`src/rtl/simd_pkg.sv`:
```
package simd_pkg;
    localparam int OP_W = 4;

    typedef enum logic [OP_W-1:0] {
        OP_ADD    = 4'd0,
        OP_SUB    = 4'd1,
        OP_SLL    = 4'd2,
        OP_SRL    = 4'd3,
        OP_CEQ    = 4'd4,
        OP_CLT    = 4'd5,
        OP_DOT    = 4'd6,
        OP_DOTACC = 4'd7,
        OP_SHUF1  = 4'd8,
        OP_SHUF2  = 4'd9
    } simd_op_e;
endpackage

```
`src/rtl/simd_lane_alu.sv`:
```
module simd_lane_alu
    import simd_pkg::*;
#(
    parameter int DATA_W = 32,
    parameter int LANE_W = 8
) (
    input  logic [OP_W-1:0]   op_i,
    input  logic              sgn_i,
    input  logic [DATA_W-1:0] a_i,
    input  logic [DATA_W-1:0] b_i,
    output logic [DATA_W-1:0] res_o
);
    localparam int NL = DATA_W / LANE_W;
    localparam logic [LANE_W-1:0] SHMOD = LANE_W'(LANE_W);

    simd_op_e op_e;
    assign op_e = simd_op_e'(op_i);

    for (genvar i = 0; i < NL; i++) begin : g_lane
        logic [LANE_W-1:0]        la, lb, amt, r;
        logic signed [LANE_W-1:0] sra;
        logic                     lt;

        assign la  = a_i[i*LANE_W +: LANE_W];
        assign lb  = b_i[i*LANE_W +: LANE_W];
        assign amt = lb % SHMOD;
        assign sra = $signed(la) >>> amt;
        assign lt  = sgn_i ? ($signed(la) < $signed(lb)) : (la < lb);

        always_comb begin
            unique case (op_e)
                OP_ADD:  r = la + lb;
                OP_SUB:  r = la - lb;
                OP_SLL:  r = la << amt;
                OP_SRL:  r = sgn_i ? LANE_W'(sra) : (la >> amt);
                OP_CEQ:  r = {LANE_W{la == lb}};
                OP_CLT:  r = {LANE_W{lt}};
                default: r = '0;
            endcase
        end

        assign res_o[i*LANE_W +: LANE_W] = r;
    end
endmodule

```
`src/rtl/simd_dot.sv`:
```
module simd_dot #(
    parameter int DATA_W = 32,
    parameter int LANE_W = 8
) (
    input  logic              sgn_i,
    input  logic              acc_en_i,
    input  logic [DATA_W-1:0] a_i,
    input  logic [DATA_W-1:0] b_i,
    input  logic [DATA_W-1:0] c_i,
    output logic [DATA_W-1:0] res_o
);
    localparam int NL = DATA_W / LANE_W;
    localparam int XW = DATA_W - LANE_W;

    logic [DATA_W-1:0] prod [NL];

    for (genvar i = 0; i < NL; i++) begin : g_mul
        logic [LANE_W-1:0] la, lb;
        logic [DATA_W-1:0] ea, eb;

        assign la = a_i[i*LANE_W +: LANE_W];
        assign lb = b_i[i*LANE_W +: LANE_W];
        assign ea = {{XW{sgn_i & la[LANE_W-1]}}, la};
        assign eb = {{XW{sgn_i & lb[LANE_W-1]}}, lb};
        assign prod[i] = ea * eb;
    end

    always_comb begin
        res_o = acc_en_i ? c_i : '0;
        for (int k = 0; k < NL; k++) begin
            res_o = res_o + prod[k];
        end
    end
endmodule

```
`src/rtl/simd_shuffle.sv`:
```
module simd_shuffle #(
    parameter int DATA_W = 32,
    parameter int LANE_W = 8
) (
    input  logic              two_src_i,
    input  logic [DATA_W-1:0] v0_i,
    input  logic [DATA_W-1:0] v1_i,
    input  logic [DATA_W-1:0] mask_i,
    output logic [DATA_W-1:0] res_o
);
    localparam int NL = DATA_W / LANE_W;
    localparam logic [LANE_W-1:0] MOD1 = LANE_W'(NL);
    localparam logic [LANE_W-1:0] MOD2 = LANE_W'(2 * NL);

    logic [2*DATA_W-1:0] pool;
    assign pool = {v1_i, v0_i};

    for (genvar i = 0; i < NL; i++) begin : g_pick
        logic [LANE_W-1:0] ml, sel;

        assign ml  = mask_i[i*LANE_W +: LANE_W];
        assign sel = two_src_i ? (ml % MOD2) : (ml % MOD1);
        assign res_o[i*LANE_W +: LANE_W] = pool[int'(sel)*LANE_W +: LANE_W];
    end
endmodule

```
`src/rtl/simd_dot_unit.sv`:
```
module simd_dot_unit
    import simd_pkg::*;
#(
    parameter int DATA_W = 32
) (
    input  logic              clk,
    input  logic              rst_n,
    input  logic [3:0]        op_i,
    input  logic              half_i,
    input  logic              sgn_i,
    input  logic [DATA_W-1:0] src_a_i,
    input  logic [DATA_W-1:0] src_b_i,
    input  logic [DATA_W-1:0] src_c_i,
    output logic [DATA_W-1:0] res_o
);
    localparam int BYTE_W = 8;
    localparam int HALF_W = 16;

    simd_op_e          op_e;
    logic [DATA_W-1:0] alu_b, alu_h, dot_b, dot_h, shf_b, shf_h;
    logic [DATA_W-1:0] shf_mask, res_nxt;
    logic              two_src, acc_en;

    assign op_e     = simd_op_e'(op_i);
    assign two_src  = (op_e == OP_SHUF2);
    assign acc_en   = (op_e == OP_DOTACC);
    assign shf_mask = two_src ? src_c_i : src_b_i;

    simd_lane_alu #(.DATA_W(DATA_W), .LANE_W(BYTE_W)) u_alu_b (
        .op_i(op_i), .sgn_i(sgn_i), .a_i(src_a_i), .b_i(src_b_i), .res_o(alu_b));
    simd_lane_alu #(.DATA_W(DATA_W), .LANE_W(HALF_W)) u_alu_h (
        .op_i(op_i), .sgn_i(sgn_i), .a_i(src_a_i), .b_i(src_b_i), .res_o(alu_h));

    simd_dot #(.DATA_W(DATA_W), .LANE_W(BYTE_W)) u_dot_b (
        .sgn_i(sgn_i), .acc_en_i(acc_en), .a_i(src_a_i), .b_i(src_b_i),
        .c_i(src_c_i), .res_o(dot_b));
    simd_dot #(.DATA_W(DATA_W), .LANE_W(HALF_W)) u_dot_h (
        .sgn_i(sgn_i), .acc_en_i(acc_en), .a_i(src_a_i), .b_i(src_b_i),
        .c_i(src_c_i), .res_o(dot_h));

    simd_shuffle #(.DATA_W(DATA_W), .LANE_W(BYTE_W)) u_shf_b (
        .two_src_i(two_src), .v0_i(src_a_i), .v1_i(src_b_i),
        .mask_i(shf_mask), .res_o(shf_b));
    simd_shuffle #(.DATA_W(DATA_W), .LANE_W(HALF_W)) u_shf_h (
        .two_src_i(two_src), .v0_i(src_a_i), .v1_i(src_b_i),
        .mask_i(shf_mask), .res_o(shf_h));

    always_comb begin
        unique case (op_e)
            OP_ADD, OP_SUB, OP_SLL, OP_SRL, OP_CEQ, OP_CLT:
                res_nxt = half_i ? alu_h : alu_b;
            OP_DOT, OP_DOTACC:
                res_nxt = half_i ? dot_h : dot_b;
            OP_SHUF1, OP_SHUF2:
                res_nxt = half_i ? shf_h : shf_b;
            default:
                res_nxt = '0;
        endcase
    end

    always_ff @(posedge clk or negedge rst_n) begin
        if (!rst_n) res_o <= '0;
        else        res_o <= res_nxt;
    end
endmodule

```
`config.mk`:
```
export PLATFORM = sky130hd
export DESIGN_NAME = simd_dot_unit
export DESIGN_NICKNAME = d
export VERILOG_FILES = /design/src/rtl/simd_pkg.sv /design/src/rtl/simd_lane_alu.sv /design/src/rtl/simd_dot.sv /design/src/rtl/simd_shuffle.sv /design/src/rtl/simd_dot_unit.sv
export SDC_FILE = /design/constraint.sdc
export NUM_CORES = 2
export LEC_CHECK = 0
export BUFFER_PORTS_ARGS = -buffer_cell sky130_fd_sc_hd__buf_4
export CAP_MARGIN = 5
export CORE_ASPECT_RATIO = 1.4
export CORE_MARGIN = 3
export CORE_UTILIZATION = 25
export DETAILED_ROUTE_END_ITERATION = 6
export HOLD_SLACK_MARGIN = 0.02
export SYNTH_ARGS = -nofsm -noshare
export SYNTH_HDL_FRONTEND = slang
export SYNTH_HIERARCHICAL = 1
export SYNTH_SLANG_ARGS = --single-unit
```
`constraint.sdc`:
```
create_clock -name clk -period 0.8 [get_ports clk]
set_input_delay 0.16 -clock clk [delete_from_list [all_inputs] [get_ports clk]]
set_output_delay 0.16 -clock clk [all_outputs]
set_load 0.005 [all_outputs]
```
## Word-level counts from Yosys, hierarchy flattened

Index checks and enable logic that the tools add are counted.

| storage, ports and cells | value |
|---|---|
| register bits | 32 |
| latch bits | 0 |
| bits in writable memories | 0 |
| bits in read-only memories | 0 |
| input port bits | 104 |
| output and inout bits | 32 |
| word-level logic and storage cells | 118 |
| memories | 0 |

| operators by class | value |
|---|---|
| add/sub/neg operators | 18 |
| multiply operators | 6 |
| div/mod/pow operators | 0 |
| $lt $le $gt $ge | 12 |
| eq/ne operators | 15 |
| shifts and indexed selects | 24 |
| multiplexer cells | 30 |
| bitwise gates (word level) | 8 |
| reductions and logical operators | 4 |

Operator list:

| operator | number |
|---|---|
| indexed part select 64 x 7 -> 8 bit | 4 |
| adder 32 bit | 6 |
| one-hot mux 16 bit (6 select lines) | 2 |
| one-hot mux 8 bit (6 select lines) | 4 |
| two-way mux 32 bit | 4 |
| indexed part select 64 x 7 -> 16 bit | 2 |
| one-hot mux 32 bit (3 select lines) | 1 |
| multiplier 9 x 9 -> 18 bit | 4 |
| less-than comparator 16 bit | 4 |
| less-than comparator 8 bit | 8 |
| multiplier 17 x 17 -> 32 bit | 2 |
| adder 16 bit | 2 |
| adder 8 bit | 4 |
| equality test 16 bit | 2 |
| equality test 8 bit | 4 |
| two-way mux 16 bit | 2 |
| two-way mux 8 bit | 4 |
| left shift 16 x 4 -> 16 bit | 2 |
| left shift 8 x 3 -> 8 bit | 4 |
| right shift 16 x 4 -> 16 bit | 2 |
| right shift 8 x 3 -> 8 bit | 4 |
| >>> shifter 16 x 4 -> 16 bit | 2 |
| >>> shifter 8 x 3 -> 8 bit | 4 |
| subtractor 16 bit | 2 |
| 13 further kinds | 38 |

## Longest topological paths before layout

| logic depth | value |
|---|---|
| word-level depth | 8 |
| depth in mapped cells | 38 |
| gate-level depth less buffers | 37 |

## Modules after synthesis

The synthesis kept the hierarchy.

By module, submodules not included:

| module | instances | cells an instance | area each (µm²) | seq. area each (µm²) |
|---|---|---|---|---|
| simd_dot (u_dot_h) | 1 | 2502 | 23034.6 | 0.0 |
| simd_dot (u_dot_b) | 1 | 1753 | 15464.8 | 0.0 |
| simd_lane_alu (u_alu_h) | 1 | 939 | 6162.2 | 0.0 |
| simd_lane_alu (u_alu_b) | 1 | 706 | 5197.5 | 0.0 |
| simd_dot_unit | 1 | 254 | 2882.8 | 800.8 |
| simd_shuffle (u_shf_b) | 1 | 184 | 2372.3 | 0.0 |
| simd_shuffle (u_shf_h) | 1 | 40 | 824.5 | 0.0 |

## Worst setup path after synthesis

OpenSTA, ideal clock, no wires.

| path | value |
|---|---|
| path type | input port to flip-flop |
| from | input sgn_i |
| to | register res_o[30] |
| setup time | 0.083 ns |
| arrival time | 9.195 ns |
| data required time | 0.717 ns |
| path slack | -8.478 ns |
| stages | 35 |
| buffers on the path | 1 |
| cell sequence | clkbuf_1 > nand2_1 > or2_2 > fa_1 > fa_1 > inv_1 > fa_1 > fa_1 > inv_1 > fa_1 > inv_1 > ha_1 > o21a_1 > o21ai_0 > a21oi_1 > a211oi_1 > a21oi_1 > xnor2_1 > fa_1 > inv_1 > fa_1 > inv_1 > fa_1 > inv_1 > ha_1 > a21o_1 > nor2b_1 > a2111oi_0 > o21ai_1 > a2111o_1 > a31o_1 > nand3_1 > mux2i_1 > o22a_1 > o21ai_0 |

| on the way | value |
|---|---|
| word-level cells in the longest chain between the ends | 8 |
| elaborated cells between the ends (all ways) | 29 |
| classes of those cells | add/sub: 6; mul: 6; mux: 9; bitwise: 8 |

Ends and longest elaborated chain:

| element | RTL line | text |
|---|---|---|
| start, declared | simd_dot_unit.sv:10 | `input logic sgn_i,` |
| bitwise AND 1 bit (on tied branches) | simd_dot.sv:23, simd_dot.sv:24 |  |
| multiplier 9 x 9 -> 18 bit | simd_dot.sv:25 | `assign prod[i] = ea * eb;` |
| adder 32 bit (3 in a row) | simd_dot.sv:31 | `res_o = res_o + prod[k];` |
| adder 32 bit (*) | simd_dot.sv:31 |  |
| named net dot_b[30] | simd_dot_unit.sv:20 | `logic [DATA_W-1:0] alu_b, alu_h, dot_b, dot_h, shf_b, shf_h;` |
| two-way mux 32 bit (*) | simd_dot_unit.sv:53 | `res_nxt = half_i ? dot_h : dot_b;` |
| one-hot mux 32 bit (3 select lines) (*) | simd_dot_unit.sv:49 | `unique case (op_e)` |
| named net res_nxt[30] | simd_dot_unit.sv:21 | `logic [DATA_W-1:0] shf_mask, res_nxt;` |
| end signal, assigned | simd_dot_unit.sv:63 | `else res_o <= res_nxt;` |
| end, declared | simd_dot_unit.sv:14 | `output logic [DATA_W-1:0] res_o` |

The timed path passes the listed nets; every way through them passes the cells marked *.

## Final worst setup path

Same ends and word-level chain as after synthesis.

==> flow_results.org <==
** Placed design
- At the end of routability-driven placement, the weighted congestion stood at 0.978.
- Worst setup slack after placement :: -8100 ps
- Detailed placement ended at an HPWL of 189000 µm.
- The placed instances occupy a cell area of 0.0692 mm².
- Number of I/O port buffers :: about 140

** Setup path
- The largest single stage delay on the critical path is 580 ps.
- Data arrives at the worst endpoint at 8480 ps.
- Biggest fanout along the worst timing path :: 6
- CP bufs+invs :: 10
- On the critical path the largest part of the delay comes from adder cells.
- Path type of the worst setup path :: in2reg
- Crit-path slowest cell :: sky130_fd_sc_hd__fa_2
- Required time of the critical path :: 1020 ps
- Capturing element type of the critical path :: flop
- Most Frequent Cell on Critical Path :: sky130_fd_sc_hd__fa_1
- The worst setup path is launched from a primary input.

** Layout
- At the end of the flow the core is filled with cells to about 33%.
- Register with the most flip-flops :: res_o
- After filler insertion, the fill cell instance count of the layout stands at 22767.
- Layout cells sized above 1 :: 27.3%
- The library cells used most frequently in the layout, excluding fill and tap cells, are sky130_fd_sc_hd__inv_1, sky130_fd_sc_hd__buf_4, sky130_fd_sc_hd__fa_1.
- Sequential cell area :: a little over 800 µm²
- The final layout contains just over 9000 nets.
- Number of flip-flops under the largest register name :: 32
- Compared with the post-synthesis result, the final layout area differs by 30.5%.
- Most frequent standard cell in the layout excluding fill and tap cells :: sky130_fd_sc_hd__inv_1
- Multi-input gate area in the final layout :: 0.0511 mm²
- Post-Layout Inst Area :: 0.0726 mm²
- Leading registers by flop count :: res_o (32)

** GRT
- The number of antenna violations at the first check in global routing was 17.
- The via count of the first global-routing pass was ~55000.
- Wire length of the first global-routing pass :: 342000 µm
- GRT Overall Usage :: 19.9%
- Pin count of the biggest net entering global routing :: 67
- After global routing the overflow that remains totals 0.

** Synth
- Per-instance average area after synthesis :: 8.75 µm²
- Post-synthesis instance total :: between 6000 and 7000
- Mapped Nets :: around 8000
- Mapped Area :: between 0.05 and 0.06 mm²
- The Yosys step of the flow raised 6 warnings.

** STA
- Hold Fails Final Rpt :: 0
- Worst slew pin tran :: 841 ps
- Derived from the worst setup path, the maximum achievable clock frequency is 121 MHz.
- Unrepaired setup endpoints after global routing :: true
- Across all setup checks in the final design, the least slack found is -7470 ps.
- Summed over all failing endpoints, the final setup total negative slack is -207170 ps.
- The number of max-slew violations in the final report is 0.
- Relative slew slack :: 44.0%
- Final critical path time including I/O delays and setup :: between 8000 and 9000 ps
- Part of the cycle the worst path needs :: 1030%
- Setup violations remaining at the end of the flow were counted as 64.

** Clock tree
- Root Buffer :: sky130_fd_sc_hd__clkbuf_16
- The longest clock path from root to sink contains 2 buffers.
- The clock net in this run drives a total of 32 sinks.
- Total number of H-tree levels :: 2
- TritonCTS built the clock tree.
- Number of CTS-inserted buffers :: 5
- Clock-pin transition on the worst setup and hold timing paths :: 70 ps

** Route
- Drt first pass iters :: 6
- DRC violations left :: 0
- The detailed router placed 50970 vias in this run.
- In the final routed layout, each cell accounts on average for 22.5 µm.
- The routed design has roughly 230000 µm of wire.
- In this run, the number of DRC markers left after iteration 0 of detailed routing was 3568.
- Vias/cell :: 4.94
- Antenna Violating Nets Remaining :: 0

** Die
- The die covers ~0.23 mm².
- Once the floorplan was initialized, standard cells occupied between 20% and 30% of the core.
- CORE AREA :: 0.221 mm²
- From left edge to right edge, the die measures roughly 400 µm.
- Pin placement for this block handled 136 I/O pins.
- Std cell rows :: between 200 and 250
- In this run the vertical extent of the chip is 564 µm.

** Run
- Max cap viols :: 0

** Status
- The final reports fail on negative setup slack.
- The flow ran to the end, but the final reports show violations.

** Hold path
- The min-delay analysis places its worst path in the category in2async.
[area by class of cell]
| class | instances | area share [%] |
|---|---|---|
| Antenna cell | 7 | 0.0241 |
| Clock buffer | 5 | 0.172 |
| Clock inverter | 3 | 0.0259 |
| Inverter | 1279 | 6.65 |
| Multi-Input combinational cell | 4728 | 70.4 |
| Sequential cell | 32 | 1.12 |
| Tap cell | 2884 | 4.97 |
| Timing Repair Buffer | 1389 | 16.7 |
[metrics by stage]
| stage | hold slack (ps) | instances |
|---|---|---|
| floorplan | -136 | 6358 |
| global placement | 135 | 10248 |
| detailed placement | 144 | 10248 |
| CTS | 364 | 10289 |
| global route | 347 | 10321 |
| finish | 326 | 10327 |
[layer usage]
metal / share of wire, % / up-vias / GRT usage [%]
li1: - / 22522 / -
met1: 35 / 25819 / 21.7
met4: 10 / 10 / 16.4
met3: 5.8 / 607 / 2.49
met5: 0.031 / - / 0
met2: 49 / 2012 / 34.6
[worst paths after layout]
kind | startpoint | to | slack (ps) | depth (start not counted)
min in group clk | half_i | res_o[1] | 600 | 4
max in group asynchronous | rst_n | res_o[29] | 190 | 2
setup / recovery | sgn_i | res_o[30] | -7470 | 38
hold / removal | rst_n | res_o[18] | 330 | 2
[timing repair]
| item | in CTS | in global routing |
|---|---|---|
| setup endpoints to repair | 64 | 74 |
| gates cloned | 7 | 7 |
| pin swaps | 138 | 113 |
| endpoints found under the hold margin | 32 | 0 |
| resized for setup | 339 | 188 |
| setup buffers | 35 | 35 |
| hold buffers | 1 | 0 |
Power is not shown: default switching activity piles up to over one toggle a cycle in this logic, so the estimate is an artifact.
